## src/rtl/spi_reg_pkg.sv

```systemverilog
package spi_reg_pkg;
    localparam int REG_W     = 32;
    localparam int ADDR_W    = 5;
    localparam int SHIFT_W   = 16;
    localparam int CODE_W    = 5;
    localparam int HALF_W    = 4;
    localparam int MIN_HALF  = 2;

    localparam logic [ADDR_W-1:0] OFF_CTRL  = 5'h00;
    localparam logic [ADDR_W-1:0] OFF_SETUP = 5'h04;
    localparam logic [ADDR_W-1:0] OFF_TX    = 5'h08;
    localparam logic [ADDR_W-1:0] OFF_RX    = 5'h0C;
    localparam logic [ADDR_W-1:0] OFF_CAUSE = 5'h10;

    localparam int BIT_CPHA = 12;
    localparam int BIT_CPOL = 11;
    localparam int BIT_WIDE = 5;

    typedef struct packed {
        logic              cpha;
        logic              cpol;
        logic              wide;
        logic [CODE_W-1:0] code;
    } xfer_setup_t;

    typedef enum logic [1:0] {
        ST_IDLE  = 2'd0,
        ST_LEAD  = 2'd1,
        ST_TRAIL = 2'd2
    } eng_state_t;

    // Half-period in system clocks; anything below the legal range is clamped.
    function automatic logic [HALF_W-1:0] half_from_code(input logic [CODE_W-1:0] c);
        if (c[CODE_W-1] && (c[HALF_W-1:0] >= HALF_W'(MIN_HALF)))
            return c[HALF_W-1:0];
        return HALF_W'(MIN_HALF);
    endfunction
endpackage

```

## src/rtl/spi_tick_gen.sv

```systemverilog
module spi_tick_gen #(
    parameter int HALF_W = 4
) (
    input  logic              clk,
    input  logic              rst_n,
    input  logic              run_i,
    input  logic [HALF_W-1:0] half_i,
    output logic              tick_o
);
    logic [HALF_W-1:0] cnt_q;

    always_ff @(posedge clk or negedge rst_n) begin
        if (!rst_n)
            cnt_q <= '0;
        else if (!run_i || cnt_q == '0)
            cnt_q <= half_i - HALF_W'(1);
        else
            cnt_q <= cnt_q - HALF_W'(1);
    end

    assign tick_o = run_i && (cnt_q == '0);


    tick_gap_chk: assert property (@(posedge clk) disable iff (!rst_n)
        tick_o |=> !tick_o);
endmodule

```

## src/rtl/spi_shift_fsm.sv

```systemverilog
module spi_shift_fsm
    import spi_reg_pkg::*;
#(
    parameter int SHIFT_W = 16,
    parameter int HALF_W  = 4
) (
    input  logic               clk,
    input  logic               rst_n,
    input  logic               start_i,
    input  xfer_setup_t        setup_i,
    input  logic [SHIFT_W-1:0] tx_i,
    input  logic               tick_i,
    input  logic               miso_i,
    output logic               busy_o,
    output logic [HALF_W-1:0]  half_o,
    output logic               sclk_o,
    output logic               mosi_o,
    output logic               done_o,
    output logic [SHIFT_W-1:0] rx_o
);
    localparam int NARROW = SHIFT_W / 2;
    localparam int CNT_W  = $clog2(SHIFT_W + 1);

    eng_state_t         state_q, state_d;
    logic               cpol_q, cpha_q;
    logic [HALF_W-1:0]  half_q;
    logic [SHIFT_W-1:0] tx_sr, rx_sr, load_word;
    logic [CNT_W-1:0]   left_q;
    logic               sclk_q, mosi_q;
    logic               start_ok, last_edge;

    assign start_ok  = start_i && (state_q == ST_IDLE);
    assign last_edge = (state_q == ST_TRAIL) && tick_i && (left_q == CNT_W'(1));
    assign load_word = setup_i.wide ? tx_i : {tx_i[NARROW-1:0], {NARROW{1'b0}}};

    always_comb begin
        state_d = state_q;
        unique case (state_q)
            ST_IDLE:  if (start_ok) state_d = ST_LEAD;
            ST_LEAD:  if (tick_i)   state_d = ST_TRAIL;
            ST_TRAIL: if (tick_i)   state_d = (left_q == CNT_W'(1)) ? ST_IDLE : ST_LEAD;
            default:                state_d = ST_IDLE;
        endcase
    end

    always_ff @(posedge clk or negedge rst_n) begin
        if (!rst_n) state_q <= ST_IDLE;
        else        state_q <= state_d;
    end

    always_ff @(posedge clk or negedge rst_n) begin
        if (!rst_n) begin
            cpol_q <= 1'b0;
            cpha_q <= 1'b0;
            half_q <= HALF_W'(MIN_HALF);
            tx_sr  <= '0;
            rx_sr  <= '0;
            left_q <= '0;
            sclk_q <= 1'b0;
            mosi_q <= 1'b0;
        end else begin
            unique case (state_q)
                ST_IDLE: if (start_ok) begin
                    cpol_q <= setup_i.cpol;
                    cpha_q <= setup_i.cpha;
                    half_q <= half_from_code(setup_i.code);
                    sclk_q <= setup_i.cpol;
                    rx_sr  <= '0;
                    left_q <= setup_i.wide ? CNT_W'(SHIFT_W) : CNT_W'(NARROW);
                    if (!setup_i.cpha) begin
                        mosi_q <= load_word[SHIFT_W-1];
                        tx_sr  <= load_word << 1;
                    end else begin
                        mosi_q <= 1'b0;
                        tx_sr  <= load_word;
                    end
                end
                ST_LEAD: if (tick_i) begin
                    sclk_q <= ~sclk_q;
                    if (!cpha_q) begin
                        rx_sr <= {rx_sr[SHIFT_W-2:0], miso_i};
                    end else begin
                        mosi_q <= tx_sr[SHIFT_W-1];
                        tx_sr  <= tx_sr << 1;
                    end
                end
                ST_TRAIL: if (tick_i) begin
                    sclk_q <= ~sclk_q;
                    left_q <= left_q - CNT_W'(1);
                    if (cpha_q) begin
                        rx_sr <= {rx_sr[SHIFT_W-2:0], miso_i};
                    end else if (left_q != CNT_W'(1)) begin
                        mosi_q <= tx_sr[SHIFT_W-1];
                        tx_sr  <= tx_sr << 1;
                    end
                end
                default: ;
            endcase
        end
    end

    assign busy_o = (state_q != ST_IDLE);
    assign half_o = busy_o ? half_q : half_from_code(setup_i.code);
    assign sclk_o = busy_o ? sclk_q : setup_i.cpol;
    assign mosi_o = mosi_q;
    assign done_o = last_edge;
    assign rx_o   = cpha_q ? {rx_sr[SHIFT_W-2:0], miso_i} : rx_sr;


    finish_idle_chk: assert property (@(posedge clk) disable iff (!rst_n)
        done_o |=> (state_q == ST_IDLE));

    setup_frozen_chk: assert property (@(posedge clk) disable iff (!rst_n)
        (busy_o && $past(busy_o)) |-> ($stable(half_q) && $stable(cpha_q) && $stable(cpol_q)));

    busy_start_chk: assert property (@(posedge clk) disable iff (!rst_n)
        (busy_o && start_i && !tick_i) |=> $stable(tx_sr));
endmodule

```

## src/rtl/spi_reg_master.sv

```systemverilog
module spi_reg_master
    import spi_reg_pkg::*;
(
    input  logic              clk,
    input  logic              rst_n,
    input  logic              bus_sel,
    input  logic              bus_wr,
    input  logic [ADDR_W-1:0] bus_addr,
    input  logic [REG_W-1:0]  bus_wdata,
    output logic [REG_W-1:0]  bus_rdata,
    output logic              spi_sclk,
    output logic              spi_mosi,
    input  logic              spi_miso,
    output logic              spi_ss_n
);
    logic               sel_q;
    xfer_setup_t        setup_q;
    logic [SHIFT_W-1:0] rxreg_q, eng_rx;
    logic               cause_q;
    logic               wr_en, start, busy, tick, done, clr_cause;
    logic [HALF_W-1:0]  half;
    logic [REG_W-1:0]   rd;

    assign wr_en     = bus_sel && bus_wr;
    assign start     = wr_en && (bus_addr == OFF_TX);
    assign clr_cause = wr_en && (bus_addr == OFF_CAUSE) && (bus_wdata == '0);

    always_ff @(posedge clk or negedge rst_n) begin
        if (!rst_n) begin
            sel_q   <= 1'b0;
            setup_q <= '0;
            rxreg_q <= '0;
            cause_q <= 1'b0;
        end else begin
            if (wr_en && bus_addr == OFF_CTRL)
                sel_q <= bus_wdata[0];
            if (wr_en && bus_addr == OFF_SETUP)
                setup_q <= '{cpha: bus_wdata[BIT_CPHA], cpol: bus_wdata[BIT_CPOL],
                             wide: bus_wdata[BIT_WIDE], code: bus_wdata[CODE_W-1:0]};
            if (done) begin
                rxreg_q <= eng_rx;
                cause_q <= 1'b1;
            end else if (clr_cause) begin
                cause_q <= 1'b0;
            end
        end
    end

    always_comb begin
        rd = '0;
        case (bus_addr)
            OFF_CTRL:  rd[0] = sel_q;
            OFF_SETUP: begin
                rd[BIT_CPHA]     = setup_q.cpha;
                rd[BIT_CPOL]     = setup_q.cpol;
                rd[BIT_WIDE]     = setup_q.wide;
                rd[CODE_W-1:0]   = setup_q.code;
            end
            OFF_RX:    rd[SHIFT_W-1:0] = rxreg_q;
            OFF_CAUSE: rd[0] = cause_q;
            default:   rd = '0;
        endcase
    end

    assign bus_rdata = bus_sel ? rd : '0;
    assign spi_ss_n  = ~sel_q;

    spi_tick_gen #(.HALF_W(HALF_W)) u_tick (
        .clk    (clk),
        .rst_n  (rst_n),
        .run_i  (busy),
        .half_i (half),
        .tick_o (tick)
    );

    spi_shift_fsm #(.SHIFT_W(SHIFT_W), .HALF_W(HALF_W)) u_fsm (
        .clk     (clk),
        .rst_n   (rst_n),
        .start_i (start),
        .setup_i (setup_q),
        .tx_i    (bus_wdata[SHIFT_W-1:0]),
        .tick_i  (tick),
        .miso_i  (spi_miso),
        .busy_o  (busy),
        .half_o  (half),
        .sclk_o  (spi_sclk),
        .mosi_o  (spi_mosi),
        .done_o  (done),
        .rx_o    (eng_rx)
    );


    cause_source_chk: assert property (@(posedge clk) disable iff (!rst_n)
        $rose(cause_q) |-> $past(done));

    cause_clear_chk: assert property (@(posedge clk) disable iff (!rst_n)
        (clr_cause && !done) |=> !cause_q);
endmodule

```

## config.mk

```make
export PLATFORM = sky130hd
export DESIGN_NAME = spi_reg_master
export DESIGN_NICKNAME = d
export VERILOG_FILES = /design/src/rtl/spi_reg_pkg.sv /design/src/rtl/spi_tick_gen.sv /design/src/rtl/spi_shift_fsm.sv /design/src/rtl/spi_reg_master.sv
export SDC_FILE = /design/constraint.sdc
export NUM_CORES = 1
export LEC_CHECK = 0
export ABC_AREA = 1
export BUFFER_PORTS_ARGS = -buffer_cell sky130_fd_sc_hd__buf_2
export CORE_MARGIN = 2
export CORE_UTILIZATION = 62
export DETAILED_ROUTE_END_ITERATION = 6
export GPL_TIMING_DRIVEN = 0
export PLACE_DENSITY = 0.86
export SYNTH_ARGS = -nofsm -noshare
export SYNTH_HDL_FRONTEND = slang
export SYNTH_SLANG_ARGS = --single-unit
```

## constraint.sdc

```tcl
create_clock -name clk -period 3.6 [get_ports clk]
set_input_delay 0 -clock clk [delete_from_list [all_inputs] [get_ports clk]]
set_output_delay 0 -clock clk [all_outputs]
set_load 0.02 [all_outputs]
```

# After elaboration in Yosys (flattened, before gate mapping)
# Cells that the tools add are included.
# Widths: inputs -> output; s select.
# totals
register_bits,76
elab_cells,119
# op_classes
addsub,3
order_cmp,1
eq_ne,16
muxes,52
n_bitwise,2
reduce_logical,29
# op_table
cell,count
$mux 16,14
$pmux 16 s3,2
$logic_not 32->1,1
$mux 4,5
$mux 5,4
$pmux 5 s2,2
$mux 1,16
$logic_and 1x1->1,11
$eq 5x4->1 const B,2
$ne 2x1->1 const B,5
$reduce_and 3->1,3
$reduce_bool 2->1,4
$sub 4x1->4 const B,2
$reduce_and 7->1,1
$mux 2,3
$ne 2x2->1 const B,3
$pmux 2 s3,1
$eq 5x1->1 const B,1
$eq 5x3->1 const B,1
$eq 5x5->1 const B,1
$logic_not 5->1,1
$ne 5x1->1 const B,1
$reduce_and 5->1,1
$sub 5x1->5 const B,1
16 further kinds,17

# Depth between registers and ports, before layout
# Gate-level depths: netlist (run 1).
# depth
word_depth,7
depth_mapped,10
mapped_depth_nobuf,9

# Hierarchy
# A second synthesis (run 1) with hierarchy kept.
# hier_totals
hier_cells,753
hier_area_um2,5107.4
# by_module_without_submodules
mod,instances,cells_each,area_per_inst_um2,seq_area_each_um2
spi_shift_fsm,1,513,3334.4,1152.4
spi_reg_master,1,204,1485.2,650.6
spi_tick_gen,1,36,287.8,100.1

# Worst setup path after synthesis (run 1)
# No wires, ideal clock.
# synth_timing
path_kind,flip-flop to flip-flop
start,register u_fsm.state_q[0]
end,register rxreg_q[2]
setup_ps,127
arrival_time_ps,1553
required_time_ps,3473
slack_ps,1920
stages_incl_launch_ff,10
cell_sequence,dfrtp_1 -> inv_1 -> ha_1 -> inv_1 -> nand3_4 -> or2_1 -> buf_6 -> buf_6 -> nand2_1 -> o21ai_2
# synth_between
elab_chain_cells,4
# synth_lines
element,line,source
start: declaration,spi_shift_fsm.sv:24,"eng_state_t state_q, state_d;"
start signal: assignment,spi_shift_fsm.sv:48,else state_q <= state_d;
$reduce_bool 2->1,spi_shift_fsm.sv:102,assign busy_o = (state_q != ST_IDLE);
$logic_and 1x1->1,spi_tick_gen.sv:21,assign tick_o = run_i && (cnt_q == '0);
$logic_and 1x1->1 (*) (2 in a row),spi_shift_fsm.sv:33,assign last_edge = (state_q == ST_TRAIL) && tick_i && (left_q == CNT_W'(1));
end signal: assignment,spi_reg_master.sv:41,rxreg_q <= eng_rx;
end: declaration,spi_reg_master.sv:18,"logic [SHIFT_W-1:0] rxreg_q, eng_rx;"
# Mark *: on every way between the ends. The rest lies on a longest branch, timed or not.
# A chain may end at the register's enable or synchronous reset.

# Final worst setup path (run 1)
# layout_timing
start,register u_fsm.state_q[0]
end,register u_fsm.tx_sr[14]
# layout_between
elab_chain_cells,4
# layout_lines
element,line,source
$logic_not 2->1 / $reduce_bool 2->1 (equally long branches),"spi_shift_fsm.sv:32, spi_shift_fsm.sv:62, spi_shift_fsm.sv:102",
"$logic_and 1x1->1, on equally long branches","spi_shift_fsm.sv:32, spi_tick_gen.sv:21",
$ne 2x1->1 (no line),-,
$reduce_and 7->1 (no line),-,
end signal: assignment,spi_shift_fsm.sv:72,tx_sr <= load_word << 1;
end signal: assignment,spi_shift_fsm.sv:75,tx_sr <= load_word;
end signal: assignment,spi_shift_fsm.sv:84,tx_sr <= tx_sr << 1;
end: declaration,spi_shift_fsm.sv:27,"logic [SHIFT_W-1:0] tx_sr, rx_sr, load_word;"
# Parallel ways exist; a longest one is shown, timed or not.

==> metrics.txt, run 1 <==
status=finished clean; Row Count=31; Crit path buffers/inverters=3; sequential-to-total area share from yosys stat=40.0%; switching pwr=0.000462 W; RSZ-0062 raised after global routing=false; met1 WL=5090 um; largest family of logic cells by synthesized area=simple AND/OR/NAND/NOR gates; via count=4,649; total design power=0.00175 W; critical path required time=3.84 ns; CTS tree=done; min cycle time layout=2.14 ns; Starting DRT DRC Count=522; power per cell area=315 mW/mm2; CP delay by family, top=buffers and inverters; die span in x=91.6 um; placed insts=812; core area=0.00733 mm2; switching share of power=26.3%; # H-tree levels=3; Initial Util=64.9%; post-synth cell types=40; DP Area=0.00526 mm2; Routed Wire Length=11,900 um; Synth Area in Simple Gates=26.4%; root buf cell=clkbuf_8; HPWL Detailed=8450 um; Setup TNS Final=0 ns; crit path cell chain=inv_1 > ha_1 > inv_1 > nand3_4 > nand2_4 > nand3_4 > clkbuf_1 > o21ai_0 > nand2_1; Resize count post-CTS=0; Clock Latency Late Sink=0.36 ns; Async SR Flop Fraction=100%; CTS Buffer Depth=2; routed wl met3=795 um; Power Internal=0.00129 W; Finished Layout Cells=837; final-report hold violation count=0; CTS Sinks=76; first drt pass iteration count=5; Routed WL per cell=14.2 um; Synth-to-Final Area Change=16.9%; type of origin of the critical path=register; sequential power share=50.4%; post-synthesis area per instance=7.46 um2; # Max-Cap Violations=0; EDFF count, synth=0; die area=0.00839 mm2; first-pass GRT wire length=19,900 um; max-slew violations=0; critical path's slowest cell=dfrtp_1; top_reg_cell synth=dfrtp_1; global route overflow=0; NumNets Final=783; io pins=77; # Post-CTS Setup Buffers=0; commonest cells after routing, fill and taps aside=197 x nand2_1, 75 x o21ai_0, 75 x dfrtp_1; Final Cycle Share=59.5%; top sig layer=met4; Worst Path Arrival=2.38 ns; pin count of the biggest net entering global routing=65; Yosys Warn Count=0; Final Setup Violations=0; FF+latch count, synth=76; Pleak=2.66 nW; met2 WL=5600 um; most common cell after layout, fill and taps aside=nand2_1; IO Port Bufs=59; Worst Setup End Kind=register; Mapped Cells=638; mux cell area share after synthesis=0%; vias in the first global route=4,396; layout cell share with drive strength beyond 1=21.3%; Final Instance Area=0.00556 mm2; Clock Skews=0.00933 ns; GRT Resource Usage Total=29.6%; VDD IR-drop max=0.209 mV; Cell Area, Synth=0.00476 mm2; Die H=91.6 um; CTS Buf Count=9; antenna violations before repair=0; ANT nets after route=0; cts hold-fix bufs=9; combinational share of power=10.2%; CP peak stage delay=0.45 ns; number of remaining DRC errors=0; clock group share of total power=39.4%; clk slew on worst S/H paths=0.08 ns; Synth Area in Compound Gates=18.6%; XOR/XNOR Fraction of Synth Area=0.552%; vias per cell=5.55; Synth Area in Adders=2.10%; maximum clock rate=467 MHz; CP max FO=10; final core utilization=75.9%; diode count=0; min-delay worst type=input port to register; Final GP Congestion=0.875; Worst Path Class, Setup=register to register
-- cell usage after synthesis (6+ instances only) --
| cell type | n | share of area [%] |
|---|---|---|
| nand4_1 | 8 | 1.1 |
| nor2_1 | 36 | 2.8 |
| o21ai_0 | 75 | 7.9 |
| o22ai_1 | 16 | 2.1 |
| nand3_1 | 23 | 2.4 |
| nand2_1 | 197 | 16 |
| buf_4 | 19 | 3.0 |
| o21ai_1 | 10 | 1.1 |
| dfrtp_1 | 75 | 39 |
| inv_1 | 68 | 5.4 |
| buf_2 | 13 | 1.4 |
| clkbuf_1 | 9 | 0.71 |
| o221ai_1 | 7 | 1.3 |
| ha_1 | 8 | 2.1 |
| buf_6 | 6 | 1.4 |
| o21ai_2 | 16 | 2.9 |
-- metrics by stage --
stage          hold WS (ns)  worst slack (ns)
2_1_floorplan        -0.296              1.92
4_1_cts              0.0104              1.53
5_1_grt              0.0302              1.36
3_5_place_dp         -0.134              1.57
6_report             0.0103              1.46
3_3_place_gp          0.283              1.64
-- cells by family after synthesis --
| logic type | count (synthesis) |
|---|---|
| DFF | 76 |
| buffers and inverters | 120 |
| and+or+nand+nor | 286 |
| adders and majority gates | 8 |
| xor gates and xnor gates | 3 |
| AOI/OAI and AO/OA | 144 |
| other | 1 |
-- worst paths after layout --
check | startpoint | end | slack, ns | cells past startpoint
min in group asynchronous | rst_n | u_fsm.half_q[3] | 0.03 | 2
max in group asynchronous | rst_n | u_fsm.rx_sr[12] | 3.01 | 3
min reg2reg | cause_q | cause_q | 0.47 | 2
min | bus_wdata[28] | cause_q | 0.01 | 7
max reg2reg | u_fsm.state_q[0] | u_fsm.tx_sr[14] | 1.46 | 9
max | u_fsm.state_q[0] | u_fsm.tx_sr[14] | 1.46 | 9
-- flip-flops by register name, summed over array words and instances (netlist names) --
register,flops
u_fsm.mosi_o,1
sel_q,1
u_fsm.left_q,5
u_fsm.sclk_q,1
u_fsm.cpha_q,1
cause_q,1
u_tick.cnt_q,4
u_fsm.state_q,2
setup_q,8
u_fsm.rx_sr,16
rxreg_q,16
u_fsm.tx_sr,16
u_fsm.half_q,4
-- metal layers --
| layer | vias up | global-route usage [%] |
|---|---|---|
| li1 | 2226 | - |
| met5 | - | 0 |
| met3 | 43 | 5.39 |
| met1 | 2178 | 39.1 |
| met4 | 0 | 15.5 |
| met2 | 202 | 46.4 |
-- power groups by stage --
stage / registers, W / clock network (W) / logic, W
floorplan: 0.000894 / 0 / 0.0000993
global placement: 0.000900 / 0 / 0.000159
detailed placement: 0.000901 / 0 / 0.000167
CTS: 0.000884 / 0.000699 / 0.000176
global route: 0.000885 / 0.000731 / 0.000199
finish: 0.000885 / 0.000691 / 0.000179
-- tightest hold or removal path: stages --
cell,delay [ns]
buf_2,0.07
nor2_1,0.03
nand2_1,0.04
nor2_1,0.04
nand2_1,0.07
nand2_1,0.05
nand2_1,0.04
-- area by class of cell --
class | instances | area, um2
fillers | 537 | 1770
multi-input cells | 457 | 2320
repair buffers | 69 | 415
well taps | 99 | 124
flip-flops and latches | 76 | 1900
clock inverters | 5 | 58.8
clock buffers | 11 | 151
plain buffers | 49 | 319
inverters | 71 | 267
No activity file was read; power rests on OpenSTA's default activity.
==> run 2, diff against run 1 <==
- ABC_AREA: 1 -> 0
- CORE_UTILIZATION: 62 -> 57
- PLACE_DENSITY: 0.86 -> 0.81
- clock period: 3.6 -> 2.3 ns (I/O delays scaled with it)
==> metrics.txt, run 2 <==
FF+latch count, synth=76 (unchanged); min-delay worst type=input port to register; Cell Area, Synth=0.00448 mm2 (-5.9%); number of remaining DRC errors=0 (unchanged); cell taking the most area after synthesis=dfrtp_1; Clock Skews=0.0120 ns (+0.00262 ns); FILL cells=581 (+8.2%); maximum clock rate=456 MHz (-2.3%); placed insts=641 (-21%); Clock Latency Late Sink=0.36 ns (about the same); Top Registers=rxreg_q (16), u_fsm.rx_sr (16), u_fsm.tx_sr (16); CP delay by family, top=compound AO/OA/AOI/OAI gates; Worst Setup End Kind=register; Die H=92.6 um (+1.1%); register area=0.00190 mm2 (unchanged); most frequent cells after synthesis=75 x dfrtp_1, 46 x nor2_1, 38 x o21ai_0; CTS tree=done; Starting DRT DRC Count=286 (-45%); critical path's slowest cell=a2111o_1; io pins=77 (unchanged); status=finished clean; CP peak stage delay=0.42 ns (-0.03 ns); Worst Path Class, Setup=register to register; final core utilization=70.5% (-5.4 points); Routed Wire Length=11,200 um (-5.3%); top_reg_cell synth=dfrtp_1; ANT nets after route=0 (unchanged); critical path required time=2.54 ns (-1.30 ns); post-synth cell types=51 (+28%); die area=0.00858 mm2 (+2.3%); RSZ-0062 raised after global routing=false; crit path cell chain=inv_1 > ha_2 > or2_2 > nor2_2 > nor2_1 > a2111o_1 > a22o_1; post-synthesis area per instance=9.67 um2 (+30%); Finished Layout Cells=670 (-20%); layout cell share with drive strength beyond 1=28.0% (+6.7 points); Final Setup Violations=0 (unchanged); CTS Sinks=76 (unchanged); diode count=0 (unchanged); via count=3,931 (-15%); commonest cells after routing, fill and taps aside=75 x dfrtp_1, 62 x buf_2, 43 x nor2_1; CP max FO=8 (-2); clk slew on worst S/H paths=0.09 ns (about the same); Synth Area in Simple Gates=13.8% (-13 points); Final Cycle Share=95.4% (+36 points); GRT Resource Usage Total=26.8% (-2.8 points); largest family of logic cells by synthesized area=compound AO/OA/AOI/OAI gates; IO Port Bufs=60 (+1.7%); Worst Path Arrival=2.43 ns (+0.05 ns); die span in x=92.6 um (+1.1%); EDFF count, synth=0 (unchanged); multi-input logic area=0.00236 mm2 (+1.3%); Worst Tran Pin Value=0.668 ns; ranking of synthesized cells by area=dfrtp_1 42%, mux2_2 8.6%, mux2i_1 5.4%; VDD IR-drop max=0.752 mV (+260%); Routed WL per cell=16.8 um (+18%); CTS Buf Count=9 (unchanged); vias per cell=5.87 (+5.6%); Initial Util=58.2% (-6.7 points); pin count of the biggest net entering global routing=74 (+14%); Row Count=32 (+3.2%); min cycle time layout=2.19 ns (+0.0498 ns); root buf cell=clkbuf_8; Mapped Cells=463 (-27%); worst relative slew slack=55.4%; Crit path buffers/inverters=1 (-2); Yosys top cell area share=41.9% (+2.5 points); final-report hold violation count=0 (unchanged); count leader, synth=dfrtp_1; # Max-Cap Violations=0 (unchanged); power per cell area=1060 mW/mm2 (+240%); NumNets Final=613 (-22%); Yosys Warn Count=0 (unchanged); max-slew violations=0 (unchanged); type of origin of the critical path=register; antenna violations before repair=0 (unchanged); global route overflow=0 (unchanged); first drt pass iteration count=5 (unchanged); core area=0.00769 mm2 (+4.9%); Synth Area in Adders=2.24% (+0.13 points); first-pass GRT wire length=18,100 um (-9.3%); Synth-to-Final Area Change=21.0%; HPWL Detailed=7990 um (-5.4%); CTS Buffer Depth=2 (unchanged); vias in the first global route=3,728 (-15%); Pleak=2.46 nW (-7.4%); # H-tree levels=3 (unchanged); Final GP Congestion=0.956 (+9.2%); XOR/XNOR Fraction of Synth Area=0.978% (+0.43 points); most common cell after layout, fill and taps aside=dfrtp_1; mux cell area share after synthesis=15.6% (+16 points); Async SR Flop Fraction=100% (unchanged); sequential-to-total area share from yosys stat=42.5% (+2.5 points); Synth Area in Compound Gates=17.8% (-0.74 points)
==> run 2: changes by cell type in the layout (fill, tap and decap cells not counted), moves of 19 or more <==
cell,previous run,this run
nand2_1,197,29
inv_1,68,11
o21ai_0,75,36
mux2_2,0,34
a21oi_1,4,37
mux2i_1,0,24
nand3_1,23,4
==> run 2: what timing repair did <==
action	CTS	global route
resized for setup	7	13
endpoints found under the setup margin	34	43
cloned	0	0
hold buffers	12	0
pin swaps	1	1
setup buffers	1	1
hold endpoints to repair	87	0
==> run 2: area by class of cell <==
class                           instances  share of cell area (%)
Sequential cell                        76                    35.1
Multi-Input combinational cell        344                    43.5
Clock inverter                          6                    2.08
Timing Repair Buffer                   75                    8.59
Tap cell                              102                    2.36
Buffer                                 46                    5.22
Inverter                               11                   0.762
Clock buffer                           10                    2.36
==> run 2: logic make-up after synthesis <==
group,after synthesis
DFF,76
buffers and inverters,58
other,1
AOI/OAI and AO/OA,128
adders and majority gates,8
muxes,63
and+or+nand+nor,124
xor gates and xnor gates,5
==> run 2: final timing paths <==
check | startpoint | end | slack, ns | cells after the start
max | u_fsm.state_q[1] | u_fsm.rx_sr[15] | 0.11 | 7
min | spi_miso | rxreg_q[0] | 0.04 | 3
max reg2reg | u_fsm.state_q[1] | u_fsm.rx_sr[15] | 0.11 | 7
min reg2reg | rxreg_q[15] | rxreg_q[15] | 0.48 | 2
max in group asynchronous | rst_n | setup_q[7] | 1.58 | 3
min in group asynchronous | rst_n | setup_q[1] | 0.20 | 3
==> run 2: power breakdown <==
group | internal (W) | switching (W) | total, W | leakage, nW
Sequential | 0.00164 | 0.000208 | 0.00185 | 0.981
Clock | 0.000723 | 0.000522 | 0.00125 | 0.120
Combinational | 0.000996 | 0.00167 | 0.00266 | 1.36
==> run 2: per-layer routing <==
layer  vias to the layer above  GRT usage (%)  routed length [um]
met3                        18           4.31                 891
met2                       170           43.5                5160
met5                         -              0                   0
met4                         0           9.31                 208
li1                       1854              -                   -
met1                      1889           36.8                4990
==> run 2: through the flow <==
stage / setup slack (ns) / TNS, ns / instance area (um2) / power, W / hold slack (ns)
floorplan: 0.193 / 0 / 4530 / 0.00363 / -0.296
global placement: -0.0637 / -0.192 / 4960 / 0.00419 / 0.284
detailed placement: -0.108 / -0.771 / 4990 / 0.00430 / -0.189
CTS: 0.0331 / 0 / 5390 / 0.00563 / 0.0299
global route: 0.0328 / 0 / 5420 / 0.00610 / 0.0536
finish: 0.107 / 0 / 5420 / 0.00576 / 0.0439
==> run 2: worst reg2reg max path, delay by kind of cell (launching register included) <==
| family | cells | cell delay (ns) |
|---|---|---|
| flip-flops | 1 | 0.40 |
| AND/OR/NAND/NOR | 3 | 0.64 |
| adder cells (fa/ha/maj) | 1 | 0.25 |
| AO/OA/AOI/OAI | 2 | 0.69 |
| buffers and inverters | 1 | 0.10 |
==> run 3, diff against run 2 <==
- CELL_PAD_IN_SITES_DETAIL_PLACEMENT: unset -> 1
- CELL_PAD_IN_SITES_GLOBAL_PLACEMENT: unset -> 1
- CORE_UTILIZATION: 57 -> 43
- PLACE_DENSITY: 0.81 -> unset
- PLACE_DENSITY_LB_ADDON: unset -> 0.1
==> metrics.txt, run 3 (same netlist as run 2, synthesis figures left out) <==
Routed Wire Length=12,900 um (+14%); Pleak=2.46 nW (-0.24%); Initial Util=43.8% (-14 points); critical path required time=2.55 ns (about the same); Worst Tran Pin Value=0.835 ns (+0.167 ns); VDD IR-drop max=0.619 mV (-18%); Finished Layout Cells=701 (+4.6%); Clock Skews=0.0127 ns (+0.000761 ns); die span in x=106 um (+14%); Synth-to-Final Area Change=21.9%; crit path cell chain=inv_1 > ha_1 > or4b_4 > or3_1 > buf_6 > buf_8 > mux2_4; status=finished clean; number of remaining DRC errors=0 (unchanged); power per cell area=1080 mW/mm2 (+2.0%); Final Setup Violations=0 (unchanged); max-slew violations=0 (unchanged); maximum clock rate=454 MHz (-0.40%); io pins=77 (unchanged); critical path's slowest cell=or4b_4; Final GP Congestion=0.822 (-14%); CTS tree=done; IO Port Bufs=60 (unchanged); global route overflow=0 (unchanged); via count=3,863 (-1.7%); type of origin of the critical path=register; Worst Path Arrival=2.45 ns (+0.02 ns); Top Registers=rxreg_q (16), u_fsm.rx_sr (16), u_fsm.tx_sr (16); core area=0.0102 mm2 (+33%); RSZ-0062 raised after global routing=true; most common cell after layout, fill and taps aside=dfrtp_1; Row Count=37 (+16%); NumNets Final=610 (-0.49%); diode count=0 (unchanged); Worst Path Class, Setup=register to register; CTS Buf Count=9 (unchanged); HPWL Detailed=9280 um (+16%); min-delay worst type=input port to register; final-report hold violation count=0 (unchanged); vias in the first global route=3,984 (+6.9%); CTS Buffer Depth=2 (unchanged); ANT nets after route=0 (unchanged); Worst Setup End Kind=register; # H-tree levels=3 (unchanged); Routed WL per cell=18.3 um (+9.3%); placed insts=675 (+5.3%); CP peak stage delay=0.47 ns (+0.05 ns); CP delay by family, top=simple AND/OR/NAND/NOR gates; pin count of the biggest net entering global routing=42 (-43%); Clock Latency Late Sink=0.37 ns (about the same); vias per cell=5.51 (-6.1%); root buf cell=clkbuf_8; first drt pass iteration count=4 (-1); Starting DRT DRC Count=176 (-38%); CP max FO=10 (+2); Die H=106 um (+14%); Hold Slack=0.0561 ns (+0.0122 ns); min cycle time layout=2.20 ns (+0.00870 ns); CTS Sinks=76 (unchanged); Crit path buffers/inverters=3 (+2); antenna violations before repair=0 (unchanged); GRT Resource Usage Total=24.3% (-2.6 points); # Max-Cap Violations=0 (unchanged); clk slew on worst S/H paths=0.09 ns (about the same); first-pass GRT wire length=21,300 um (+18%); layout cell share with drive strength beyond 1=28.1% (+0.15 points); commonest cells after routing, fill and taps aside=75 x dfrtp_1, 63 x buf_2, 44 x nor2_1; Final Cycle Share=95.7% (+0.38 points); worst relative slew slack=43.6% (-12 points); die area=0.0112 mm2 (+31%)
## run 3: cell count changes in the layout (fill, tap and decap cells not counted), moves of 2 or more
cell      delta
inv_6        +3
nor2_2       -2
clkbuf_1     -2
buf_4        -2
clkinv_4     -2
## run 3: per-layer routing
metal / GRT usage (%) / vias up / part of all wire, %
li1: - / 1846 / -
met1: 33.8 / 1923 / 48
met2: 38.6 / 78 / 46
met3: 3.80 / 16 / 3.7
met4: 8.36 / 0 / 1.9
met5: 0 / - / 0
## run 3: worst paths after layout
kind / startpoint / endpoint / slack [ns] / cells after the start
max in group asynchronous: rst_n / u_fsm.half_q[1] / 1.52 / 3
max reg2reg: u_fsm.left_q[1] / rxreg_q[12] / 0.1 / 7
min: spi_miso / rxreg_q[0] / 0.06 / 3
min in group asynchronous: rst_n / cause_q / 0.13 / 2
max: u_fsm.left_q[1] / rxreg_q[12] / 0.1 / 7
min reg2reg: rxreg_q[14] / rxreg_q[14] / 0.48 / 2
## run 3: where the power goes
group / switching, W / internal [W] / leakage, nW
sequential: 0.000210 / 0.00164 / 0.981
clock: 0.000564 / 0.000763 / 0.128
combinational: 0.00173 / 0.00100 / 1.35
## run 3: per-stage QoR
step	util (%)	power [W]	TNS [ns]	worst slack, ns	cell area, um2
5_1_grt	53.3	0.00632	-0.0371	-0.0160	5460
6_report	53.3	0.00591	0	0.0982	5460
4_1_cts	53.1	0.00582	0	0.00289	5430
3_5_place_dp	49.1	0.00438	-6.16	-0.214	5030
3_3_place_gp	48.9	0.00428	-2.21	-0.134	5000
2_1_floorplan	-	0.00363	0	0.193	4530
## run 3: worst register-to-register path: cells and delay by family (launching register included)
kind | cells | cell delay, ns
adder cells (fa/ha/maj) | 1 | 0.15
multiplexers | 1 | 0.30
buffers and inverters | 3 | 0.41
AND/OR/NAND/NOR | 2 | 0.81
flip-flops | 1 | 0.40
## run 3: what timing repair did
| action | 4_1_cts | 5_1_grt |
|---|---|---|
| resized for setup | 7 | 11 |
| endpoints found under the hold margin | 47 | 0 |
| endpoints found under the setup margin | 53 | 35 |
| cloned | 0 | 0 |
| pin swaps | 1 | 0 |
| buffers inserted | 1 | 0 |
| hold buffers | 11 | 0 |
## run 3: area by class of cell
type,count,area (um2)
clock buffers,10,138
inverters,11,41.3
clock inverters,6,116
plain buffers,45,273
multi-input cells,344,2370
flip-flops and latches,76,1900
well taps,136,170
fillers,1195,4770
repair buffers,73,440
